[src/rtl/ixl_pkg.sv]
package ixl_pkg;

   // fixed width of the widest integer operand
   localparam int INT_W = 64;

   // operand size chosen by the decoder
   typedef enum logic [1:0] {
      SZ_NONE = 2'd0,
      SZ_W16  = 2'd1,
      SZ_W32  = 2'd2,
      SZ_W64  = 2'd3
   } isize_e;

   // register tag encodings
   localparam logic [1:0] TAG_VALID = 2'b00;
   localparam logic [1:0] TAG_ZERO  = 2'b01;
   localparam logic [1:0] TAG_EMPTY = 2'b11;

endpackage

[src/rtl/ixl_size_decode.sv]
module ixl_size_decode
   import ixl_pkg::*;
#(
   parameter int          OPC_W       = 8,
   parameter int          FLD_W       = 3,
   parameter logic [7:0]  OPC_SHORT   = 8'hDF,
   parameter logic [7:0]  OPC_MID     = 8'hDB,
   parameter logic [2:0]  FLD_NARROW  = 3'd0,
   parameter logic [2:0]  FLD_WIDE    = 3'd5
) (
   input  logic [OPC_W-1:0] opcode_i,
   input  logic [FLD_W-1:0] field_i,
   output isize_e           size_o
);

   initial begin
      opc_width_chk: assert (OPC_W == 8 && FLD_W == 3)
         else $error("ixl_size_decode: opcode must be 8 bits and field 3 bits");
   end

   logic is_short_op;
   logic is_mid_op;

   assign is_short_op = (opcode_i == OPC_SHORT);
   assign is_mid_op   = (opcode_i == OPC_MID);

   always_comb begin
      size_o = SZ_NONE;
      if (is_short_op && field_i == FLD_NARROW)
         size_o = SZ_W16;
      else if (is_mid_op && field_i == FLD_NARROW)
         size_o = SZ_W32;
      else if (is_short_op && field_i == FLD_WIDE)
         size_o = SZ_W64;
   end

endmodule

[src/rtl/ixl_int_convert.sv]
module ixl_int_convert
   import ixl_pkg::*;
#(
   parameter int EXP_W     = 15,
   parameter int SIG_W     = 64,
   parameter bit LZC_SPLIT = 1'b1,
   localparam int WORD_W   = 1 + EXP_W + SIG_W
) (
   input  isize_e             size_i,
   input  logic [INT_W-1:0]   operand_i,
   output logic [WORD_W-1:0]  word_o,
   output logic               zero_o
);

   localparam int LZ_W = $clog2(INT_W) + 1;
   localparam int HALF = INT_W / 2;
   localparam int BIAS = (1 << (EXP_W - 1)) - 1;

   initial begin
      sig_fit_chk: assert (SIG_W >= INT_W)
         else $error("ixl_int_convert: significand too narrow for exact conversion");
      exp_fit_chk: assert (EXP_W >= 8)
         else $error("ixl_int_convert: exponent too narrow");
   end

   logic [INT_W-1:0] ext;
   logic [INT_W-1:0] mag;
   logic             neg;
   logic [LZ_W-1:0]  lz;
   logic [INT_W-1:0] norm;
   logic [SIG_W-1:0] sig;
   logic [EXP_W-1:0] expo;

   // sign extension to the full integer width
   always_comb begin
      case (size_i)
         SZ_W16:  ext = {{(INT_W-16){operand_i[15]}}, operand_i[15:0]};
         SZ_W32:  ext = {{(INT_W-32){operand_i[31]}}, operand_i[31:0]};
         default: ext = operand_i;
      endcase
   end

   assign neg = ext[INT_W-1];
   // unsigned magnitude; the most negative value maps to 2^(INT_W-1)
   assign mag = neg ? (~ext + INT_W'(1)) : ext;

   generate
      if (LZC_SPLIT) begin : g_lzc_split
         function automatic logic [LZ_W-1:0] half_lz(input logic [HALF-1:0] v);
            logic [LZ_W-1:0] n;
            logic            hit;
            n   = '0;
            hit = 1'b0;
            for (int i = HALF - 1; i >= 0; i--) begin
               if (!hit) begin
                  if (v[i]) hit = 1'b1;
                  else      n   = n + LZ_W'(1);
               end
            end
            return n;
         endfunction

         logic [HALF-1:0] upper;
         logic [HALF-1:0] lower;
         assign upper = mag[INT_W-1:HALF];
         assign lower = mag[HALF-1:0];
         assign lz = (upper != '0) ? half_lz(upper)
                                   : LZ_W'(HALF) + half_lz(lower);
      end else begin : g_lzc_chain
         function automatic logic [LZ_W-1:0] full_lz(input logic [INT_W-1:0] v);
            logic [LZ_W-1:0] n;
            logic            hit;
            n   = '0;
            hit = 1'b0;
            for (int i = INT_W - 1; i >= 0; i--) begin
               if (!hit) begin
                  if (v[i]) hit = 1'b1;
                  else      n   = n + LZ_W'(1);
               end
            end
            return n;
         endfunction

         assign lz = full_lz(mag);
      end
   endgenerate

   assign norm = mag << lz;
   assign expo = EXP_W'(BIAS + INT_W - 1) - EXP_W'(lz);

   generate
      if (SIG_W == INT_W) begin : g_sig_same
         assign sig = norm;
      end else begin : g_sig_pad
         assign sig = {norm, {(SIG_W-INT_W){1'b0}}};
      end
   endgenerate

   assign zero_o = (mag == '0);
   assign word_o = zero_o ? '0 : {neg, expo, sig};


   always_comb begin
      if (!zero_o) begin
         norm_msb_chk: assert (word_o[SIG_W-1] == 1'b1);
      end
   end

endmodule

[src/rtl/ixl_reg_stack.sv]
module ixl_reg_stack
   import ixl_pkg::*;
#(
   parameter int NREGS    = 8,
   parameter int EXP_W    = 15,
   parameter int SIG_W    = 64,
   localparam int PTR_W   = $clog2(NREGS),
   localparam int WORD_W  = 1 + EXP_W + SIG_W
) (
   input  logic                      clk,
   input  logic                      rst_n,
   input  logic                      push_i,
   input  logic [WORD_W-1:0]         din_i,
   input  logic                      din_zero_i,
   output logic [PTR_W-1:0]          top_o,
   output logic                      c1_o,
   output logic                      fault_o,
   output logic [2*NREGS-1:0]        tags_o,
   output logic [NREGS*WORD_W-1:0]   regs_o
);

   localparam logic [WORD_W-1:0] INDEF =
      {1'b1, {EXP_W{1'b1}}, 2'b11, {(SIG_W-2){1'b0}}};

   initial begin
      depth_pow2_chk: assert (NREGS >= 2 && (1 << PTR_W) == NREGS)
         else $error("ixl_reg_stack: depth must be a power of two");
   end

   logic [PTR_W-1:0]  top_q;
   logic              c1_q;
   logic              fault_q;
   logic [PTR_W-1:0]  new_top;
   logic              ovf;
   logic [WORD_W-1:0] wdata;
   logic [1:0]        wtag;
   logic [WORD_W-1:0] rd_regs [NREGS];
   logic [1:0]        rd_tags [NREGS];

   assign new_top = top_q - PTR_W'(1);
   assign ovf     = (rd_tags[new_top] != TAG_EMPTY);
   assign wdata   = ovf ? INDEF : din_i;
   assign wtag    = (ovf || !din_zero_i) ? TAG_VALID : TAG_ZERO;

   generate
      for (genvar i = 0; i < NREGS; i++) begin : g_reg
         logic [WORD_W-1:0] r_q;
         logic [1:0]        t_q;

         always_ff @(posedge clk or negedge rst_n) begin
            if (!rst_n) begin
               r_q <= '0;
               t_q <= TAG_EMPTY;
            end else if (push_i && new_top == PTR_W'(i)) begin
               r_q <= wdata;
               t_q <= wtag;
            end
         end

         assign rd_regs[i]                    = r_q;
         assign rd_tags[i]                    = t_q;
         assign regs_o[i*WORD_W +: WORD_W]    = r_q;
         assign tags_o[2*i +: 2]              = t_q;
      end
   endgenerate

   always_ff @(posedge clk or negedge rst_n) begin
      if (!rst_n) begin
         top_q   <= '0;
         c1_q    <= 1'b0;
         fault_q <= 1'b0;
      end else if (push_i) begin
         top_q   <= new_top;
         c1_q    <= ovf;
         fault_q <= ovf;
      end else begin
         fault_q <= 1'b0;
      end
   end

   assign top_o   = top_q;
   assign c1_o    = c1_q;
   assign fault_o = fault_q;


   top_step_chk: assert property (@(posedge clk) disable iff (!rst_n)
      push_i |=> top_q == ($past(top_q) - PTR_W'(1)));


   fault_flag_chk: assert property (@(posedge clk) disable iff (!rst_n)
      fault_q |-> c1_q);


   ovf_word_chk: assert property (@(posedge clk) disable iff (!rst_n)
      (push_i && ovf) |=> rd_regs[$past(new_top)] == INDEF);


   tag_fill_chk: assert property (@(posedge clk) disable iff (!rst_n)
      push_i |=> rd_tags[$past(new_top)] != TAG_EMPTY);


   idle_hold_chk: assert property (@(posedge clk) disable iff (!rst_n)
      !push_i |=> $stable(top_q) && $stable(c1_q) && !fault_q);

endmodule

[src/rtl/int2ext_loader.sv]
module int2ext_loader
   import ixl_pkg::*;
#(
   parameter int  NREGS     = 8,
   parameter int  EXP_W     = 15,
   parameter int  SIG_W     = 64,
   parameter bit  LZC_SPLIT = 1'b1,
   localparam int PTR_W     = $clog2(NREGS),
   localparam int WORD_W    = 1 + EXP_W + SIG_W
) (
   input  logic                     clk,
   input  logic                     rst_n,
   input  logic                     load_i,
   input  logic [7:0]               opcode_i,
   input  logic [2:0]               reg_sel_i,
   input  logic [INT_W-1:0]         operand_i,
   output logic [PTR_W-1:0]         top_o,
   output logic                     c1_o,
   output logic                     stack_fault_o,
   output logic [2*NREGS-1:0]       tags_o,
   output logic [NREGS*WORD_W-1:0]  regs_o
);

   isize_e            size;
   logic              push;
   logic [WORD_W-1:0] conv_word;
   logic              conv_zero;

   ixl_size_decode u_dec (
      .opcode_i (opcode_i),
      .field_i  (reg_sel_i),
      .size_o   (size)
   );

   ixl_int_convert #(
      .EXP_W     (EXP_W),
      .SIG_W     (SIG_W),
      .LZC_SPLIT (LZC_SPLIT)
   ) u_conv (
      .size_i    (size),
      .operand_i (operand_i),
      .word_o    (conv_word),
      .zero_o    (conv_zero)
   );

   assign push = load_i && (size != SZ_NONE);

   ixl_reg_stack #(
      .NREGS (NREGS),
      .EXP_W (EXP_W),
      .SIG_W (SIG_W)
   ) u_stk (
      .clk        (clk),
      .rst_n      (rst_n),
      .push_i     (push),
      .din_i      (conv_word),
      .din_zero_i (conv_zero),
      .top_o      (top_o),
      .c1_o       (c1_o),
      .fault_o    (stack_fault_o),
      .tags_o     (tags_o),
      .regs_o     (regs_o)
   );


   bad_opcode_chk: assert property (@(posedge clk) disable iff (!rst_n)
      (load_i && size == SZ_NONE) |=>
         $stable(top_o) && $stable(tags_o) && $stable(c1_o) && !stack_fault_o);

endmodule

[config.mk]
export PLATFORM = sky130hd
export DESIGN_NAME = int2ext_loader
export DESIGN_NICKNAME = d
export VERILOG_FILES = /design/src/rtl/ixl_pkg.sv /design/src/rtl/ixl_size_decode.sv /design/src/rtl/ixl_int_convert.sv /design/src/rtl/ixl_reg_stack.sv /design/src/rtl/int2ext_loader.sv
export SDC_FILE = /design/constraint.sdc
export NUM_CORES = 1
export LEC_CHECK = 0
export ABC_AREA = 1
export BUFFER_PORTS_ARGS = -buffer_cell sky130_fd_sc_hd__buf_2
export CAP_MARGIN = 40
export CORE_AREA = 8 8 354 494
export DETAILED_ROUTE_END_ITERATION = 7
export DIE_AREA = 0 0 362 502
export GPL_ROUTABILITY_DRIVEN = 0
export GPL_TIMING_DRIVEN = 0
export PLACE_DENSITY = 0.41
export SYNTH_ARGS = -nofsm -noshare
export SYNTH_HDL_FRONTEND = slang
export SYNTH_SLANG_ARGS = --single-unit
export TNS_END_PERCENT = 5
[constraint.sdc]
create_clock -name clk -period 4 [get_ports clk]
set_input_delay 0.8 -clock clk [delete_from_list [all_inputs] [get_ports clk]]
set_output_delay 0.8 -clock clk [all_outputs]
set_load 0.02 [all_outputs]
# After elaboration in Yosys (flattened, before gate mapping)
# Index checks and enable logic that the tools add are counted.
word_totals:
  register_bits: 661
  out_inout_bits: 661
  elab_cells: 382
  in_bits: 78
op_classes:
  n_eq_ne: 13
  n_shift: 1
  muxes: 261
  addsub: 66
  n_bitwise: 2
  magnitude_cmp: 1
  reduce_logical: 19
ops:
  columns: ["cell", "n"]
  rows:
  - ["$mux W7", 125]
  - ["$add A7 B1 Y7 const B", 60]
  - ["$mux W80", 2]
  - ["$pmux W64 S2", 1]
  - ["$mux W1", 126]
  - ["$add A64 B1 Y64 const B", 1]
  - ["$logic_not A64 Y1", 1]
  - ["$mux W64", 1]
  - ["$not A64 Y64", 1]
  - ["$shl A64 B7 Y64", 1]
  - ["$reduce_bool A32 Y1", 1]
  - ["$eq A8 B8 Y1 const B", 2]
  - ["$eq A3 B3 Y1 const B", 5]
  - ["$sub A15 B7 Y15 const A", 1]
  - ["$logic_and A1 B1 Y1", 12]
  - ["$mux W2", 5]
  - ["$add A6 B7 Y7 const A", 1]
  - ["$bmux W2 S3", 1]
  - ["$eq A3 B2 Y1 const B", 2]
  - ["$logic_not A3 Y1", 2]
  - ["$add A1 B1 Y2 const B", 2]
  - ["$ge A4 B4 Y1 const B", 1]
  - ["$not A3 Y4", 1]
  - ["$eq A3 B1 Y1 const B", 1]
  - ["7 further kinds", 7]

# Longest topological paths before layout
# Gate-level depths: netlist of run 1.
logic_depth:
  word_depth: 109
  ltp_mapped: 143
  mapped_depth_nobuf: 140

# Hierarchy
# Synthesis of run 1 repeated with hierarchy kept, for this count alone.
hier_totals:
  cells_unflattened: 6506
  hier_area_um2: 43419.1
by_module_without_submodules:
  columns: ["module", "area_each_um2", "instances", "cells_per_inst", "seq_area_each_um2"]
  rows:
  - ["ixl_reg_stack", 26414.1, 1, 2970, 16560.9]
  - ["ixl_int_convert", 16898.7, 1, 3513, 0.0]
  - ["ixl_size_decode", 95.1, 1, 20, 0.0]
  - ["int2ext_loader", 11.3, 1, 3, 0.0]

# Worst setup path after synthesis of run 1
# No wires, ideal clock.
synth_path:
  kind: "input to register"
  start: "input opcode_i[5]"
  end: "register u_stk.g_reg[0].r_q[70]"
  stages: 137
  setup_slack_ns: -14.970
  n_path_buf: 4
  required_ns: 3.864
  t_arrival_ns: 18.833
  cell_sequence: "inv_1 > nand2_2 > nor2_2 > nand2_1 > nor4_1 > inv_1 > nand2_1 > inv_1 > ha_1 > clkbuf_8 > nand2_2 > buf_6 > o21ai_4 > inv_2 > buf_4 > o21bai_1 > nand2_1 > nand2_2 > (+101 left out) > nand2_1 > ha_1 > or2_2 > nand2_1 > inv_1 > ha_1 > nand2_1 > nand3_2 > nand2_4 > inv_2 > buf_6 > ha_1 > nand2_1 > nor2_1 > nand3_1 > ha_1 > a21oi_1 > o21ai_0"
synth_via:
  elab_chain_cells: 109
  elab_cells_between_ends: 334
synth_lines:
  columns: ["element", "line_no", "source"]
  rows:
  - ["from (decl)", "int2ext_loader.sv:14", "input logic [7:0] opcode_i,"]
  - ["$eq A8 B8 Y1", "ixl_size_decode.sv:24", "assign is_short_op = (opcode_i == OPC_SHORT);"]
  - ["$logic_and A1 B1 Y1", "ixl_size_decode.sv:33", "else if (is_short_op && field_i == FLD_WIDE)"]
  - ["$mux W2", "ixl_size_decode.sv:33", null]
  - ["$mux W2", "ixl_size_decode.sv:31", "else if (is_mid_op && field_i == FLD_NARROW)"]
  - ["$mux W2 (*)", "ixl_size_decode.sv:29", "if (is_short_op && field_i == FLD_NARROW)"]
  - ["$eq A2 B2 Y1 or $eq A2 B1 Y1 (tied branches)", "ixl_int_convert.sv:36", "case (size_i)"]
  - ["$pmux W64 S2", "ixl_int_convert.sv:36", null]
  - ["$not A64 Y64", "ixl_int_convert.sv:45", "assign mag = neg ? (~ext + INT_W'(1)) : ext;"]
  - ["(+93 left out)", null, null]
  - ["$add A7 B1 Y7", "ixl_int_convert.sv:57", "else n = n + LZ_W'(1);"]
  - ["$mux W7", "ixl_int_convert.sv:56", "if (v[i]) hit = 1'b1;"]
  - ["$mux W7", "ixl_int_convert.sv:55", "if (!hit) begin"]
  - ["$add A6 B7 Y7", "ixl_int_convert.sv:68", ": LZ_W'(HALF) + half_lz(lower);"]
  - ["$mux W7", "ixl_int_convert.sv:67", "assign lz = (upper != '0) ? half_lz(upper)"]
  - ["$sub A15 B7 Y15", "ixl_int_convert.sv:89", "assign expo = EXP_W'(BIAS + INT_W - 1) - EXP_W'(lz);"]
  - ["$mux W80", "ixl_int_convert.sv:100", "assign word_o = zero_o ? '0 : {neg, expo, sig};"]
  - ["$mux W80", "ixl_reg_stack.sv:42", "assign wdata = ovf ? INDEF : din_i;"]
  - ["to (signal assigned)", "ixl_reg_stack.sv:55", "r_q <= wdata;"]
  - ["to (decl)", "ixl_reg_stack.sv:47", "logic [WORD_W-1:0] r_q;"]
# Mark *: on every way between the ends. The rest lies on a longest branch, timed or not.
# A chain may end at the register's enable or synchronous reset.

# Worst setup path after layout of run 1
layout_path:
  start: "input opcode_i[5]"
  end: "register u_stk.g_reg[0].r_q[50]"
layout_via:
  elab_chain_cells: 109
  elab_cells_between_ends: 334
layout_lines:
  columns: ["element", "line_no", "source"]
  rows:
  - ["$eq A8 B8 Y1", "ixl_size_decode.sv:24", null]
  - ["$logic_and A1 B1 Y1", "ixl_size_decode.sv:33", null]
  - ["$mux W2", "ixl_size_decode.sv:33", null]
  - ["$mux W2", "ixl_size_decode.sv:31", null]
  - ["$mux W2 (*)", "ixl_size_decode.sv:29", null]
  - ["$eq A2 B2 Y1 or $eq A2 B1 Y1 (tied branches)", "ixl_int_convert.sv:36", null]
  - ["$pmux W64 S2", "ixl_int_convert.sv:36", null]
  - ["$not A64 Y64", "ixl_int_convert.sv:45", null]
  - ["(+93 left out)", null, null]
  - ["$add A7 B1 Y7", "ixl_int_convert.sv:57", null]
  - ["$mux W7", "ixl_int_convert.sv:56", null]
  - ["$mux W7", "ixl_int_convert.sv:55", null]
  - ["$add A6 B7 Y7", "ixl_int_convert.sv:68", null]
  - ["$mux W7", "ixl_int_convert.sv:67", null]
  - ["$shl A64 B7 Y64", "ixl_int_convert.sv:88", "assign norm = mag << lz;"]
  - ["$mux W80", "ixl_int_convert.sv:100", null]
  - ["$mux W80", "ixl_reg_stack.sv:42", null]
# Marked as above.

==> results_dict.tcl, run 1 <==
set metrics [dict create \
    pwr_density_cell_mw_per_mm2 313.9 \
    drv_cap 0 \
    synth.top_cells.by_area "dfrtp_1, nand2_1, nand3_1, inv_1, nor2_1" \
    synth_nets 5878 \
    drtIter0Drc 2598 \
    max_stage_delay_ns 0.32 \
    ys_types 62 \
    skew_ns 0.05912 \
    insertion_delay_ns 0.70 \
    rsz0062_at_grt "true" \
    setup_slack_ns -13.42 \
    min_period_ns 17.42 \
    finalNonFillerCells 9137 \
    cts.sinks 645 \
    io_buffers 738 \
    drive_above_1_share 0.3665 \
    grt_pass1_wl_um 283600 \
    root_buffer "clkbuf_16" \
    ys_async_sr_fraction 1.000 \
    required_ns 4.62 \
    cp-end-kind "flop" \
    die_area_sq_mm 0.1817 \
    rrSetupSlack_ns -0.87 \
    fin_crit_sh 4.354 \
    setup_violations 632 \
    cts_max_level 3 \
    cts_buffers 73 \
    violations "negative setup slack" \
    cpMaxStageDelayCell "nor4_4" \
    critPathMostFrequentCell "ha_4" \
    io_pins 739 \
    die_h_um 502 \
    grt_pass1_vias 40620 \
    dp_cells 8733 \
    r2r_cells 11 \
    max-slew-margin-rel 0.3829 \
    multi_input_area_sq_mm 0.02435 \
    track_usage 0.2094 \
    ys_warn_count 0 \
    start_util 0.2484 \
    dpl.hpwl_um 158700 \
    core_area_sq_mm 0.1673 \
    syn_area_sq_mm 0.04154 \
    ys.flop_type "dfrtp_1" \
    cp_max_fo 8 \
    p_leak_nw 32.10 \
    cp.arrival_ns 18.04 \
    path_clk_slew_ns 0.06 \
    finalHoldViolations 0 \
    grt-ovfl-total 0 \
    fin_hold_ws_ns 0.09064 \
    synth_most_common_cell "nand2_1" \
    first_pass_iters 5 \
    postRouteAntennaNets 0 \
    wire_per_inst_um 21.96 \
    clock.fmax_mhz 57.42 \
    peakVddDrop_v 0.0002903 \
    fillers 17920 \
    hp-class "primary input to async pin" \
    grt_max_degree 115 \
    netlist_top_cells_count "nand2_1, inv_1, nand3_1" \
    finalPower_mw 18.08 \
    routed_via_density 4.567 \
    worstMarginPinSlew_ns 0.9257 \
    synth_seq_cells 645 \
    yosysTopAreaCell "dfrtp_1" \
    path_class "primary input to flop" \
    synth_edf_count 0 \
    clockBufferDepth 3 \
    regArea_sq_mm 0.01616 \
    totalWireLength_um 200600 \
    cts_tree "yes" \
    yosysSeqAreaShare 0.3890 \
    synth.top_cell.area_share 0.3789 \
    rows 178 \
    fp.dieW_um 362 \
    status "finished, violations left" \
    area.growth.synth_to_final_pct 38.63 \
    synthCells 5732 \
    drc 0 \
    nNetsFinal 6967 \
    synth_area_per_cell_sq_um 7.248 \
    start_kind "primary input" \
    drv_slew 0 \
    vias 41730 \
    antenna_found_initial 6 \
    setup-tns-final_ns -8189.69 \
]
power breakdown:
part	switching, mW	internal, mW
clock network	3.10	4.04
logic	2.84	1.48
registers	0.0337	6.58
total	5.97	12.1
through the flow:
step           setup slack [ns]  instance area [sq um]    util
2_1_floorplan            -13.53                  41830       -
3_5_place_dp             -16.30                  48580  0.2905
6_report                 -13.42                  57590  0.3443
3_3_place_gp             -16.33                  48340  0.2890
5_1_grt                  -14.28                  57580  0.3443
4_1_cts                  -13.86                  54060  0.3232
worst max-delay path, delay by kind of cell:
kind | cells | cell delay (ns)
AO/OA/AOI/OAI | 15 | 1.75
buffers and inverters | 36 | 2.61
AND/OR/NAND/NOR | 61 | 5.68
adder cells (fa/ha/maj) | 30 | 7.15
cell families (layout without fill, tap and decap cells):
kind of cell               after synthesis  after routing  share of synthesized area
buffers and inverters                 1044           2193                     0.1218
adders and majority gates               68             68                    0.02048
AOI/OAI and AO/OA                      588            588                    0.08050
other                                    0              6                          0
DFF                                    645            645                     0.3890
and+or+nand+nor                       3295           3295                     0.3677
xor gates and xnor gates                60             60                    0.01283
muxes                                   32             32                   0.007710
cells in the final DEF, fill, tap and decap left out, types with 78 or more instances in the layout:
cell        n
or2_2     211
nand2_1  1312
nand2_2   244
inv_1     703
nand3_2   145
a21oi_1   208
dfrtp_1   629
o21ai_0   128
nor2_1    486
buf_4     253
nand3_1   482
buf_2     770
inv_2      78
nand2_4    90
final cells by class:
class | count | share of cell area
clock buffers | 111 | 0.03732
plain buffers | 236 | 0.03706
flip-flops and latches | 645 | 0.2806
multi-input cells | 4043 | 0.4228
clock inverters | 24 | 0.006344
diodes | 6 | 0.0002607
inverters | 804 | 0.05362
well taps | 2250 | 0.04888
repair buffers | 1018 | 0.1131
registers in the layout, indices dropped and copies added (netlist names):
| register | count |
|---|---|
| u_stk.g.r_q | 624 |
| u_stk.top_o | 3 |
| u_stk.g.t_q | 16 |
| u_stk.c1_o | 1 |
| u_stk.fault_o | 1 |
timing repair:
action                     CTS  global route
gates resized for setup    347           635
buffers inserted           158           108
pin swaps                  137           271
hold buffers                 0             0
hold endpoints to repair     0             0
setup endpoints to repair  634           634
cloned                       4             6
per-layer routing:
metal,global-route usage,vias to the layer above,share of wire
li1,-,20190,-
met1,0.2567,20150,0.42
met2,0.3737,1169,0.50
met3,0.04107,220,0.058
met4,0.05516,2,0.027
met5,0,-,0.000065
worst paths after layout:
check / from / endpoint
setup / recovery: opcode_i[5] / u_stk.g_reg[0].r_q[50]$_DFFE_PN0P_
hold / removal: rst_n / u_stk.g_reg[3].r_q[10]$_DFFE_PN0P_
setup reg to reg: u_stk.top_o[0]$_DFFE_PN0P_ / u_stk.g_reg[0].r_q[30]$_DFFE_PN0P_
hold reg to reg: u_stk.g_reg[2].t_q[1]$_DFFE_PN1P_ / u_stk.g_reg[2].t_q[1]$_DFFE_PN1P_
max in group asynchronous: rst_n / u_stk.g_reg[1].r_q[69]$_DFFE_PN0P_
min in group clk: u_stk.g_reg[2].t_q[1]$_DFFE_PN1P_ / u_stk.g_reg[2].t_q[1]$_DFFE_PN1P_
No activity file was read; power rests on OpenSTA's default activity.
==> run 2: changes to the inputs <==
--- a/config.mk
+++ b/config.mk
@@ -8,13 +8,14 @@
 export ABC_AREA = 1
 export BUFFER_PORTS_ARGS = -buffer_cell sky130_fd_sc_hd__buf_2
 export CAP_MARGIN = 40
-export CORE_AREA = 8 8 354 494
+export CORE_AREA = 8 8 362 505
 export DETAILED_ROUTE_END_ITERATION = 7
-export DIE_AREA = 0 0 362 502
+export DIE_AREA = 0 0 370 513
 export GPL_ROUTABILITY_DRIVEN = 0
 export GPL_TIMING_DRIVEN = 0
 export PLACE_DENSITY = 0.41
 export SYNTH_ARGS = -nofsm -noshare
 export SYNTH_HDL_FRONTEND = slang
+export SYNTH_HIERARCHICAL = 1
 export SYNTH_SLANG_ARGS = --single-unit
 export TNS_END_PERCENT = 5
==> results_dict.tcl, run 2 <==
set metrics [dict create \
    grt_pass1_vias 46000 \
    path_buf_inv 30 \
    required_ns 4.64 \
    cts.sinks 661 \
    synthCells 6506 \
    final_cell_mix "nand2_1, nand3_1, buf_2" \
    finalNonFillerCells 9919 \
    routed_via_density 4.767 \
    die_area_sq_mm 0.1898 \
    r2r_cells 11 \
    cts_max_level 3 \
    path_class "primary input to flop" \
    fin_crit_sh 4.014 \
    pre_cts_ws_ns -14.92 \
    io_pins 739 \
    finalHoldViolations 0 \
    power_switching_mw 7.018 \
    rsz0062_at_grt "true" \
    start_kind "primary input" \
    core_area_sq_mm 0.1749 \
    ys.flop_type "dfrtp_1" \
    power.internal_mw 12.62 \
    fillers 19190 \
    die_h_um 513 \
    min_period_ns 16.06 \
    r2r_end "u_stk/g_reg[5].r_q[5]$_DFFE_PN0P_" \
    first_pass_iters 5 \
    netSwitchingFraction 0.3574 \
    max_stage_delay_ns 0.30 \
    drv_slew 0 \
    wire_per_inst_um 23.16 \
    cp_max_fo 8 \
    synth_most_common_cell "nand2_1" \
    setup_violations 648 \
    synth_nets 6650 \
    cts_tree "yes" \
    rr_startpoint "u_stk/top_o[0]$_DFFE_PN0P_" \
    track_usage 0.2292 \
    max-slew-margin-rel 0.4017 \
    drc 0 \
    clockBufferDepth 3 \
    drv_cap 0 \
    syn_area_sq_mm 0.04342 \
    seqPwrFrac 0.342 \
    setup-tns-final_ns -7562.12 \
    rows 182 \
    drive_above_1_share 0.2985 \
    ys_async_sr_fraction 1.000 \
    cpMaxStageDelayCell "ha_1" \
    dp_cells 9563 \
    largest_register_ffs 640 \
    synth.top_cell.area_share 0.3717 \
    totalWireLength_um 229700 \
    area.growth.synth_to_final_pct 35.33 \
    root_buffer "clkbuf_16" \
    nNetsFinal 7697 \
    fp.dieW_um 370 \
    pwr_density_cell_mw_per_mm2 334.1 \
    yosysSeqAreaShare 0.3814 \
    synth.top_cells.by_area "dfrtp_1, nand2_1, nand3_1, inv_1, nor2_1" \
    comb_power_share 0.282 \
    critPathMostFrequentCell "nand2_1" \
    synth_edf_count 0 \
    grt-ovfl-total 0 \
    start_util 0.2483 \
    cp.arrival_ns 16.69 \
    multi_input_area_sq_mm 0.02556 \
    grt_pass1_wl_um 322800 \
    crit_family "simple AND/OR/NAND/NOR gates" \
    cp-end-kind "flop" \
    grt_max_degree 105 \
    holdBufCountCts 0 \
    clock.fmax_mhz 62.29 \
    vias 47290 \
    antenna_found_initial 16 \
    status "finished, violations left" \
    peakVddDrop_v 0.0003125 \
    io_buffers 738 \
    postRouteAntennaNets 0 \
    setup_slack_ns -12.06 \
    hp-class "primary input to async pin" \
    violations "negative setup slack" \
    ys_warn_count 6 \
    ys_types 58 \
    cts_buffers 76 \
    yosysTopAreaCell "dfrtp_1" \
    synth_seq_cells 661 \
    clockPowerShare 0.376 \
    insertion_delay_ns 0.71 \
    p_leak_nw 33.46 \
    final_common_cell "nand2_1" \
    regMostFlops "u_stk/g.r_q" \
    path_clk_slew_ns 0.06 \
    worstMarginPinSlew_ns 0.8975 \
    rrSetupSlack_ns 0.53 \
    regArea_sq_mm 0.01656 \
    fin_util 0.3360 \
    dpl.hpwl_um 179500 \
    drtIter0Drc 3499 \
    netlist_top_cells_count "nand2_1, nand3_1, dfrtp_1" \
    skew_ns 0.04224 \
    synth_area_per_cell_sq_um 6.674 \
]
-- run 2: changes by cell type after synthesis, moves of 71 or more --
cell / previous run / this run
nor2_1: 535 / 350
buf_2: 41 / 128
nand3_1: 644 / 1087
nand2_1: 1591 / 2794
inv_1: 740 / 512
or2_2: 215 / 10
a21oi_1: 240 / 67
o21ai_0: 182 / 111
-- run 2: worst max-delay path by stage --
stage	from	end	slack, ns	cells after the start
after floorplan	opcode_i[5]	u_stk/g_reg[4].r_q[70]$_DFFE_PN0P_	-11.35	132
after global placement	opcode_i[5]	u_stk/g_reg[1].r_q[69]$_DFFE_PN0P_	-14.79	120
after detailed placement	opcode_i[5]	u_stk/g_reg[1].r_q[69]$_DFFE_PN0P_	-14.92	124
after CTS	reg_sel_i[2]	u_stk/g_reg[0].r_q[63]$_DFFE_PN0P_	-12.10	137
after global routing	opcode_i[5]	u_stk/g_reg[0].r_q[63]$_DFFE_PN0P_	-13.01	140
final	opcode_i[5]	u_stk/g_reg[3].r_q[39]$_DFFE_PN0P_	-12.06	136
-- run 2: routing by layer --
| layer | track usage | wire (um) |
|---|---|---|
| met1 | 0.2800 | 93900 |
| met5 | 0 | 76 |
| met3 | 0.04407 | 15210 |
| met2 | 0.4013 | 111700 |
| met4 | 0.07910 | 8882 |
-- run 2: cell families after synthesis --
| logic type | after synthesis | synth area share |
|---|---|---|
| adder cells (fa/ha/maj) | 66 | 0.01902 |
| AO/OA/AOI/OAI | 287 | 0.03616 |
| XOR/XNOR | 63 | 0.01323 |
| buffers and inverters | 960 | 0.1082 |
| flip-flops | 661 | 0.3814 |
| AND/OR/NAND/NOR | 4469 | 0.4419 |
-- run 2: cell type report --
type / instances / area share
well taps: 2300 / 0.04897
clock buffers: 105 / 0.03677
repair buffers: 970 / 0.1012
plain buffers: 374 / 0.05015
diodes: 8 / 0.0003407
inverters: 584 / 0.03863
multi-input cells: 4886 / 0.4350
clock inverters: 31 / 0.007155
flip-flops and latches: 661 / 0.2818
-- run 2: stage by stage --
stage          cell area (sq um)  hold slack, ns  power (mW)
4_1_cts                    56160         0.01976       19.31
3_5_place_dp               50530          0.4540       11.20
2_1_floorplan              43540          0.4828       9.256
6_report                   58760         0.03129       19.63
3_3_place_gp               50110          0.4403       11.17
5_1_grt                    58750         0.05073       20.46
-- run 2: worst register-to-register path, stage by stage, from the launching register on --
cell	delay (ns)
dfrtp_1	0.68
inv_2	0.16
ha_1	0.25
inv_1	0.05
nand2_1	0.04
nand2_1	0.14
nand2_2	0.18
nor2_4	0.68
inv_2	0.53
clkbuf_1	0.44
nand2_1	0.15
nand2_1	0.06
-- run 2: what timing repair did --
item | 4_1_cts | 5_1_grt
setup endpoints to repair | 648 | 648
pin swaps | 122 | 250
cloned | 5 | 5
buffers inserted | 166 | 39
resized for setup | 437 | 561
-- run 2: power by group through the flow --
stage	Clock [mW]	Combinational, mW	Sequential, mW
after detailed placement	0	4.36	6.84
final	7.37	5.54	6.72
after CTS	7.60	5.00	6.72
after floorplan	0	2.40	6.86
after global routing	7.82	5.92	6.72
after global placement	0	4.33	6.85
